`src/rtl/ddr_sched_pkg.sv`:
```
`timescale 1ns/1ps
package ddr_sched_pkg;
  localparam int RANK_W = 1;
  localparam int BANK_W = 3;
  localparam int ROW_W  = 14;
  localparam int COL_W  = 11;
  localparam int KEY_W  = RANK_W + BANK_W;

  typedef enum logic [2:0] {
    CMD_NOP  = 3'd0,
    CMD_ACT  = 3'd1,
    CMD_RD   = 3'd2,
    CMD_WR   = 3'd3,
    CMD_PRE  = 3'd4,
    CMD_PREA = 3'd5,
    CMD_REF  = 3'd6
  } dram_cmd_e;

  typedef enum logic [2:0] {
    ST_IDLE, ST_PRE, ST_ACT, ST_COL, ST_PREA, ST_REF
  } sched_st_e;

  typedef struct packed {
    logic              wr;
    logic [RANK_W-1:0] rank;
    logic [BANK_W-1:0] bank;
    logic [ROW_W-1:0]  row;
    logic [COL_W-1:0]  col;
  } req_t;

  // minimum cycles from a command to the next one
  function automatic int unsigned cmd_gap(dram_cmd_e c, int unsigned t_rp,
                                          int unsigned t_rcd, int unsigned t_ccd,
                                          int unsigned t_rfc);
    case (c)
      CMD_PRE, CMD_PREA: return t_rp;
      CMD_ACT:           return t_rcd;
      CMD_RD, CMD_WR:    return t_ccd;
      CMD_REF:           return t_rfc;
      default:           return 1;
    endcase
  endfunction

  function automatic logic [KEY_W-1:0] req_key(req_t r);
    return {r.rank, r.bank};
  endfunction
endpackage

```
`src/rtl/sched_cmd_fifo.sv`:
```
`timescale 1ns/1ps
module sched_cmd_fifo #(
  parameter int DEPTH = 64,
  parameter int WIDTH = 30
) (
  input  logic             clk,
  input  logic             rst_n,
  input  logic             push,
  input  logic [WIDTH-1:0] din,
  input  logic             pop,
  output logic [WIDTH-1:0] dout,
  output logic             empty,
  output logic             full
);
  localparam int AW = $clog2(DEPTH);

  logic [WIDTH-1:0] mem [DEPTH];
  logic [AW:0]      wptr, rptr;
  logic             push_ok, pop_ok;

  assign empty   = (wptr == rptr);
  assign full    = (wptr[AW] != rptr[AW]) && (wptr[AW-1:0] == rptr[AW-1:0]);
  assign push_ok = push && !full;
  assign pop_ok  = pop && !empty;
  assign dout    = mem[rptr[AW-1:0]];

  always_ff @(posedge clk) begin
    if (push_ok) mem[wptr[AW-1:0]] <= din;
  end

  always_ff @(posedge clk) begin
    if (!rst_n) begin
      wptr <= '0;
      rptr <= '0;
    end else begin
      if (push_ok) wptr <= wptr + 1'b1;
      if (pop_ok)  rptr <= rptr + 1'b1;
    end
  end

  AST_FIFO_NO_OVERFLOW: assert property (@(posedge clk) disable iff (!rst_n)
    (full && push && !pop) |=> full && $stable(rptr)) else $error("push into full queue");
  AST_POP_NOT_EMPTY: assert property (@(posedge clk) disable iff (!rst_n)
    pop |-> !empty) else $error("pop from empty queue");
endmodule

```
`src/rtl/sched_bank_table.sv`:
```
`timescale 1ns/1ps
module sched_bank_table #(
  parameter int ENTRIES = 16,
  parameter int KEY_W   = 4,
  parameter int ROW_W   = 14
) (
  input  logic             clk,
  input  logic             rst_n,
  input  logic [KEY_W-1:0] look_key,
  input  logic [ROW_W-1:0] look_row,
  output logic             hit,
  output logic             row_hit,
  output logic             full,
  output logic             any_valid,
  output logic [KEY_W-1:0] victim_key,
  input  logic             wr_en,
  input  logic             clr_all
);
  localparam int IW = $clog2(ENTRIES);

  logic [ENTRIES-1:0] vld;
  logic [KEY_W-1:0]   key_r [ENTRIES];
  logic [ROW_W-1:0]   row_r [ENTRIES];
  logic [ENTRIES-1:0] key_match, row_match;
  logic [IW-1:0]      ptr;
  logic               full_r;
  logic               alloc;

  assign alloc = wr_en && !hit;

  generate
    for (genvar e = 0; e < ENTRIES; e++) begin : g_ent
      assign key_match[e] = vld[e] && (key_r[e] == look_key);
      assign row_match[e] = key_match[e] && (row_r[e] == look_row);

      always_ff @(posedge clk) begin
        if (!rst_n) begin
          vld[e]   <= 1'b0;
          key_r[e] <= '0;
          row_r[e] <= '0;
        end else if (clr_all) begin
          vld[e] <= 1'b0;
        end else if (wr_en && key_match[e]) begin
          row_r[e] <= look_row;
        end else if (alloc && ptr == IW'(e)) begin
          vld[e]   <= 1'b1;
          key_r[e] <= look_key;
          row_r[e] <= look_row;
        end
      end
    end
  endgenerate

  assign hit        = |key_match;
  assign row_hit    = |row_match;
  assign any_valid  = |vld;
  assign full       = full_r;
  assign victim_key = key_r[ptr];

  // slots are taken in circular order, so ptr always names the oldest slot once full
  always_ff @(posedge clk) begin
    if (!rst_n || clr_all) begin
      ptr    <= '0;
      full_r <= 1'b0;
    end else if (alloc) begin
      ptr    <= (ptr == IW'(ENTRIES-1)) ? '0 : ptr + 1'b1;
      full_r <= full_r || (ptr == IW'(ENTRIES-1));
    end
  end

  AST_KEY_UNIQUE: assert property (@(posedge clk) disable iff (!rst_n)
    $onehot0(key_match)) else $error("bank held twice");
  AST_NO_ALLOC_WHEN_FULL_UNSAFE: assert property (@(posedge clk) disable iff (!rst_n)
    (alloc && full_r) |-> vld[ptr]) else $error("full table with empty victim");
endmodule

```
`src/rtl/sched_timers.sv`:
```
`timescale 1ns/1ps
module sched_timers
  import ddr_sched_pkg::*;
#(
  parameter int T_RP     = 3,
  parameter int T_RCD    = 3,
  parameter int T_CCD    = 2,
  parameter int T_RFC    = 26,
  parameter int REFI_CYC = 1560
) (
  input  logic      clk,
  input  logic      rst_n,
  input  logic      issue,
  input  dram_cmd_e issue_code,
  input  logic      ref_ack,
  output logic      gap_ok,
  output logic      ref_due
);
  localparam int GAP_A   = (T_RP > T_RCD) ? T_RP : T_RCD;
  localparam int GAP_B   = (T_CCD > T_RFC) ? T_CCD : T_RFC;
  localparam int GAP_MAX = (GAP_A > GAP_B) ? GAP_A : GAP_B;
  localparam int GW      = $clog2(GAP_MAX + 1);
  localparam int RW      = $clog2(REFI_CYC);

  logic [GW-1:0] gap_cnt;
  logic [RW-1:0] refi_cnt;
  logic          refi_wrap;

  assign gap_ok    = (gap_cnt == '0);
  assign refi_wrap = (refi_cnt == RW'(REFI_CYC - 1));

  always_ff @(posedge clk) begin
    if (!rst_n) begin
      gap_cnt <= '0;
    end else if (issue) begin
      gap_cnt <= GW'(cmd_gap(issue_code, T_RP, T_RCD, T_CCD, T_RFC) - 1);
    end else if (!gap_ok) begin
      gap_cnt <= gap_cnt - 1'b1;
    end
  end

  always_ff @(posedge clk) begin
    if (!rst_n) begin
      refi_cnt <= '0;
      ref_due  <= 1'b0;
    end else begin
      refi_cnt <= refi_wrap ? '0 : refi_cnt + 1'b1;
      if (refi_wrap)    ref_due <= 1'b1;
      else if (ref_ack) ref_due <= 1'b0;
    end
  end

  AST_GAP_HOLD: assert property (@(posedge clk) disable iff (!rst_n)
    issue |=> !gap_ok) else $error("spacing window not opened");
  AST_REF_DUE_HOLD: assert property (@(posedge clk) disable iff (!rst_n)
    (ref_due && !ref_ack) |=> ref_due) else $error("refresh request lost");
endmodule

```
`src/rtl/ddr_req_sched.sv`:
```
`timescale 1ns/1ps
module ddr_req_sched
  import ddr_sched_pkg::*;
#(
  parameter int FIFO_DEPTH  = 64,
  parameter int TBL_ENTRIES = 16,
  parameter int T_RP        = 3,
  parameter int T_RCD       = 3,
  parameter int T_CCD       = 2,
  parameter int T_RFC       = 26,
  parameter int REFI_CYC    = 1560
) (
  input  logic              clk,
  input  logic              rst_n,
  input  logic              req_push,
  input  logic              req_wr,
  input  logic [RANK_W-1:0] req_rank,
  input  logic [BANK_W-1:0] req_bank,
  input  logic [ROW_W-1:0]  req_row,
  input  logic [COL_W-1:0]  req_col,
  output logic              req_full,
  input  logic              xfer_ready,
  output logic              cmd_valid,
  output logic [2:0]        cmd_code,
  output logic [RANK_W-1:0] cmd_rank,
  output logic [BANK_W-1:0] cmd_bank,
  output logic [ROW_W-1:0]  cmd_addr,
  output logic              xfer_go,
  output logic              xfer_wr
);
  localparam int REQ_W = $bits(req_t);

  sched_st_e        st;
  req_t             head;
  logic [REQ_W-1:0] q_dout;
  logic             q_empty, q_pop;
  logic [KEY_W-1:0] head_key, pre_key, victim_key, cmd_key;
  logic             tbl_hit, tbl_row_hit, tbl_full, tbl_any;
  logic             gap_ok, ref_due;
  dram_cmd_e        cmd_e;

  // named issue events
  logic issue_pre, issue_act, issue_col, issue_prea, issue_ref;

  sched_cmd_fifo #(.DEPTH(FIFO_DEPTH), .WIDTH(REQ_W)) u_fifo (
    .clk(clk), .rst_n(rst_n),
    .push(req_push), .din({req_wr, req_rank, req_bank, req_row, req_col}),
    .pop(q_pop), .dout(q_dout), .empty(q_empty), .full(req_full)
  );

  assign head     = req_t'(q_dout);
  assign head_key = req_key(head);

  sched_bank_table #(.ENTRIES(TBL_ENTRIES), .KEY_W(KEY_W), .ROW_W(ROW_W)) u_tbl (
    .clk(clk), .rst_n(rst_n),
    .look_key(head_key), .look_row(head.row),
    .hit(tbl_hit), .row_hit(tbl_row_hit), .full(tbl_full), .any_valid(tbl_any),
    .victim_key(victim_key), .wr_en(issue_act), .clr_all(issue_prea)
  );

  sched_timers #(.T_RP(T_RP), .T_RCD(T_RCD), .T_CCD(T_CCD), .T_RFC(T_RFC),
                 .REFI_CYC(REFI_CYC)) u_tim (
    .clk(clk), .rst_n(rst_n),
    .issue(cmd_valid), .issue_code(cmd_e), .ref_ack(issue_ref),
    .gap_ok(gap_ok), .ref_due(ref_due)
  );

  assign issue_pre  = (st == ST_PRE)  && gap_ok;
  assign issue_act  = (st == ST_ACT)  && gap_ok;
  assign issue_col  = (st == ST_COL)  && gap_ok && xfer_ready;
  assign issue_prea = (st == ST_PREA) && gap_ok;
  assign issue_ref  = (st == ST_REF)  && gap_ok;
  assign q_pop      = issue_col;

  always_comb begin
    cmd_e    = CMD_NOP;
    cmd_key  = '0;
    cmd_addr = '0;
    if (issue_pre) begin
      cmd_e   = CMD_PRE;
      cmd_key = pre_key;
    end else if (issue_act) begin
      cmd_e    = CMD_ACT;
      cmd_key  = head_key;
      cmd_addr = head.row;
    end else if (issue_col) begin
      cmd_e    = head.wr ? CMD_WR : CMD_RD;
      cmd_key  = head_key;
      cmd_addr = ROW_W'(head.col);
    end else if (issue_prea) begin
      cmd_e = CMD_PREA;
    end else if (issue_ref) begin
      cmd_e = CMD_REF;
    end
  end

  assign cmd_valid            = (cmd_e != CMD_NOP);
  assign cmd_code             = cmd_e;
  assign {cmd_rank, cmd_bank} = cmd_key;
  assign xfer_go              = issue_col;
  assign xfer_wr              = issue_col && head.wr;

  always_ff @(posedge clk) begin
    if (!rst_n) begin
      st      <= ST_IDLE;
      pre_key <= '0;
    end else begin
      case (st)
        ST_IDLE: begin
          if (ref_due) begin
            st <= ST_PREA;
          end else if (!q_empty) begin
            if (tbl_row_hit) begin
              st <= ST_COL;
            end else if (tbl_hit) begin
              pre_key <= head_key;
              st      <= ST_PRE;
            end else if (tbl_full) begin
              pre_key <= victim_key;
              st      <= ST_PRE;
            end else begin
              st <= ST_ACT;
            end
          end
        end
        ST_PRE:  if (issue_pre)  st <= ST_ACT;
        ST_ACT:  if (issue_act)  st <= ST_COL;
        ST_COL:  if (issue_col)  st <= ST_IDLE;
        ST_PREA: if (issue_prea) st <= ST_REF;
        ST_REF:  if (issue_ref)  st <= ST_IDLE;
        default: st <= ST_IDLE;
      endcase
    end
  end

  AST_COL_ON_OPEN_ROW: assert property (@(posedge clk) disable iff (!rst_n)
    issue_col |-> tbl_row_hit) else $error("column to a closed row");
  AST_ACT_NOT_OPEN: assert property (@(posedge clk) disable iff (!rst_n)
    issue_act |-> !tbl_row_hit) else $error("activate of an open row");
  AST_EVICT_ONLY_FULL: assert property (@(posedge clk) disable iff (!rst_n)
    (issue_pre && pre_key != head_key) |-> tbl_full) else $error("eviction with free slot");
  AST_CMD_SPACING: assert property (@(posedge clk) disable iff (!rst_n)
    cmd_valid |=> !cmd_valid) else $error("back-to-back commands");
  AST_COL_NEEDS_READY: assert property (@(posedge clk) disable iff (!rst_n)
    xfer_go |-> xfer_ready && (cmd_e == CMD_RD || cmd_e == CMD_WR)) else $error("transfer without ready");
  AST_REF_TABLE_EMPTY: assert property (@(posedge clk) disable iff (!rst_n)
    issue_ref |-> !tbl_any) else $error("refresh with open banks");
endmodule

```
`config.mk`:
```
export PLATFORM = sky130hd
export DESIGN_NAME = ddr_req_sched
export DESIGN_NICKNAME = d
export VERILOG_FILES = /design/src/rtl/ddr_sched_pkg.sv /design/src/rtl/sched_cmd_fifo.sv /design/src/rtl/sched_bank_table.sv /design/src/rtl/sched_timers.sv /design/src/rtl/ddr_req_sched.sv
export SDC_FILE = /design/constraint.sdc
export NUM_CORES = 2
export LEC_CHECK = 0
export BUFFER_PORTS_ARGS = -buffer_cell sky130_fd_sc_hd__buf_2
export CORE_AREA = 2 2 553 555
export DETAILED_ROUTE_END_ITERATION = 7
export DIE_AREA = 0 0 555 557
export SLEW_MARGIN = 20
export SYNTH_ARGS = -nofsm -noshare
export SYNTH_HDL_FRONTEND = slang
export SYNTH_SLANG_ARGS = --single-unit
export TNS_END_PERCENT = 5
```
`constraint.sdc`:
```
create_clock -name clk -period 14.6 [get_ports clk]
set_input_delay 2.19 -clock clk [delete_from_list [all_inputs] [get_ports clk]]
set_output_delay 2.19 -clock clk [all_outputs]
set_load 0.01 [all_outputs]
```
==> qor.txt <==
status: finished clean
setup repair after global routing missed its margin: no
Primary FF master, synth: sky130_fd_sc_hd__edfxtp_1
clock tree from TritonCTS: done
routability congestion estimate from global placement: 0.837
Psw: 3.05 mW
Chip Width: 555 um
number of storage elements in the synthesis netlist: 2,277
total global routing overflow: 0
cell internal power dissipation: 10.7 mW
number of global-route vias before repair: 50,179
proportion of power drawn by flip-flops and latches: 53.3%
Post-Syn Instances: 5,235
sink count of the clock tree: 2,277
IO Port Bufs: 58
number of warnings reported in the yosys synthesis log: 0
share of flip-flops with an asynchronous set or reset after synthesis: 0%
number of vias after detailed routing: 51,266
worst hold path depth: 1
DIE HEIGHT: 557 um
effective utilization at floorplan: 30.8%
number of cells on the worst reg-to-reg path: 15
post-synth net total: 5,277
standard-cell row count: 203
max-slew violation total from the final report: 0
Layout Cell Area excl Fill: 106,000 um2
maximum clock frequency: 109 MHz
Total Routed Length: 274,000 um
Final Worst Setup Slack: 5460 ps
First-pass DRT Iterations: 6
arrival time of data at the critical path endpoint: 6950 ps
first-pass GRT wire length: 384,000 um
startpoint types: flop
final hold slack: 463 ps
total global routing track utilization: 17.3%
Worst slew margin: 18.8%
antenna violations before repair: 16
routed vias/inst: 5.36
sequential standard cell area: 67,700 um2
number of unique standard cell types used by synthesis: 101
sequential share of the synthesized area: 72.2%
antenna violation net count after detailed routing: 0
total design power: 13.7 mW
data required time of the critical path: 12,410 ps
DP Area: 98,900 um2
Setup Total Neg Slack: 0 ps
HP Class: reg -> reg
fraction of power spent switching nets: 22.3%
Die Area: 309,000 um2
Core Area: 304,000 um2
number of maximum-capacitance violations: 0
Clock power frac: 41.3%
clock skew: 106 ps
clock period minus final worst setup slack: 9140 ps
combinational fraction of design power: 5.5%
largest cells by area after synthesis: sky130_fd_sc_hd__edfxtp_1 (71%), sky130_fd_sc_hd__mux4_2 (8.9%), sky130_fd_sc_hd__mux2i_1 (4.2%)
number of levels the H-tree was split into: 4
clock buffer depth: 4
Mean Syn Cell Area: 17.9 um2
most frequent standard cell in the layout excluding fill and tap cells: sky130_fd_sc_hd__edfxtp_1
initial DRC count: 6,665
Resized cells post-CTS: 0
largest area contributor in the synthesized netlist: sky130_fd_sc_hd__edfxtp_1
Place WS: 6220 ps
fraction of final layout cells sized beyond drive strength 1: 19.3%
clock root cell: sky130_fd_sc_hd__clkbuf_16
Clock Pin Slew Worst Setup and Hold Paths: 60 ps
largest driver fanout on the critical path: 42
transition time at the pin with the least slew margin: 1220 ps
Final setup violation count: 0
Critical Path End Type: primary output
buffer count from post-CTS setup fixing: 0
areal power density over the cells: 129 nW/um2
count of hold-fix buffers inserted at cts: 0
critical path class: reg -> out
count of flip-flops with a built-in enable after synthesis: 2,208
leakage power total: 32.1 nW
Filler cells: 28,162
DRC errors left: 0
clock latency on the worst-skew pair: 960 ps
area share of the largest cell type after synthesis: 70.7%
maximum number of pins on one net before global-route repair: 116
summed instance area of the synthesized netlist: 93,800 um2
DPL Wire Length: 160,000 um
multi-input combinational cell area: 24,600 um2
ports placed on the boundary: 59
Max IR drop VDD: 0.110 mV
TritonCTS buffer count: 226
Final Hold Fails: 0
nets@finish: 5,418
commonest cells after routing, fill and taps aside: sky130_fd_sc_hd__edfxtp_1 (2,208), sky130_fd_sc_hd__nor2_1 (416), sky130_fd_sc_hd__mux2i_1 (391)
area added between synthesis and finish: 13.1%
final worst path period share: 62.6%
average wire per standard cell: 28.7 um
-- power groups by stage --
stage	combinational, mW	clock [mW]	sequential, mW
final	0.750	5.66	7.31
after global routing	0.805	5.99	7.31
after CTS	0.744	5.73	7.31
after detailed placement	0.740	0	7.45
after global placement	0.726	0	7.44
after floorplan	0.447	0	7.41
-- worst max-delay path: stages, from the launching register on --
cell,delay (ps)
sky130_fd_sc_hd__dfxtp_4,510
sky130_fd_sc_hd__buf_4,670
sky130_fd_sc_hd__buf_4,790
sky130_fd_sc_hd__buf_4,760
sky130_fd_sc_hd__buf_4,790
sky130_fd_sc_hd__mux4_2,580
sky130_fd_sc_hd__mux4_2,520
sky130_fd_sc_hd__mux4_2,670
sky130_fd_sc_hd__nand2_1,150
sky130_fd_sc_hd__o21ai_0,230
sky130_fd_sc_hd__buf_2,230
-- cell families (layout without fill, tap and decap cells) --
kind of cell / after synthesis / after routing / share of synthesized area [%]
other: 0 / 6 / 0
buffers and inverters: 324 / 643 / 2.21
flip-flops: 2277 / 2277 / 72.2
AND/OR/NAND/NOR: 963 / 963 / 4.83
multiplexers: 791 / 791 / 13.4
AO/OA/AOI/OAI: 531 / 531 / 4.02
adder cells (fa/ha/maj): 8 / 8 / 0.107
XOR/XNOR: 341 / 341 / 3.19
-- layout make-up --
cell class	instances	share of cell area (%)
flip-flops and latches	2277	63.8
inverters	20	0.0743
clock inverters	133	1.10
repair buffers	217	1.48
clock buffers	273	5.55
diodes	6	0.0142
well taps	3997	4.72
multi-input cells	2634	23.2
-- flip-flops by register name (all words and copies together), names as in the netlist, 4 cells and up, named ones only --
| name | flops |
|---|---|
| u_tim.gap_cnt | 5 |
| pre_key | 4 |
| u_fifo.rptr | 7 |
| u_tim.refi_cnt | 11 |
| u_fifo.wptr | 7 |
| u_fifo.mem | 1920 |
| u_tbl.ptr | 4 |
| u_tbl.key_r | 64 |
| u_tbl.vld | 16 |
| u_tbl.row_r | 224 |
-- metal layers --
metal,up-vias,wire length (um),track usage (%),share of wire [%]
met4,12,8480,5.03,3.1
li1,21061,-,-,-
met5,-,73,0,0.027
met3,472,25400,3.79,9.3
met1,27263,113000,23.8,41
met2,2458,127000,27.4,46
-- cell usage after synthesis, drive strengths merged, types with 9 or more instances --
cell type,count
nand2,139
o21a,22
dfxtp,69
mux2,23
o21ai,72
inv,18
buf,187
o211ai,9
nor2b,32
or2,17
nor2,490
nand2b,18
or3,13
mux4,371
a21oi,91
a2111oi,10
a211oi,25
nor4,35
a31oi,15
and2,12
o22ai,21
a21o,16
nand3,66
a22oi,163
edfxtp,2208
and4,12
clkbuf,117
xnor2,196
o31ai,10
mux2i,397
xor2,145
nor3,50
nand4,45
-- worst paths after layout --
kind	startpoint	end	slack, ps
worst min register to register	u_tim.refi_cnt[0]$_SDFF_PP0_	u_tim.refi_cnt[0]$_SDFF_PP0_	460
worst max register to register	flop	u_tbl.row_r[3][18]$_DFFE_PP_	6530
worst min-delay path	u_tim.refi_cnt[0]$_SDFF_PP0_	u_tim.refi_cnt[0]$_SDFF_PP0_	460
worst max-delay path	flop	cmd_addr[1]	5460
-- metrics by stage --
| stage | util (%) | std cells |
|---|---|---|
| after floorplan | - | 5235 |
| after global placement | 32.5 | 9141 |
| after detailed placement | 32.5 | 9142 |
| after CTS | 34.8 | 9548 |
| after global routing | 34.9 | 9553 |
| final | 34.9 | 9557 |
No activity file was read; power rests on OpenSTA's default activity.
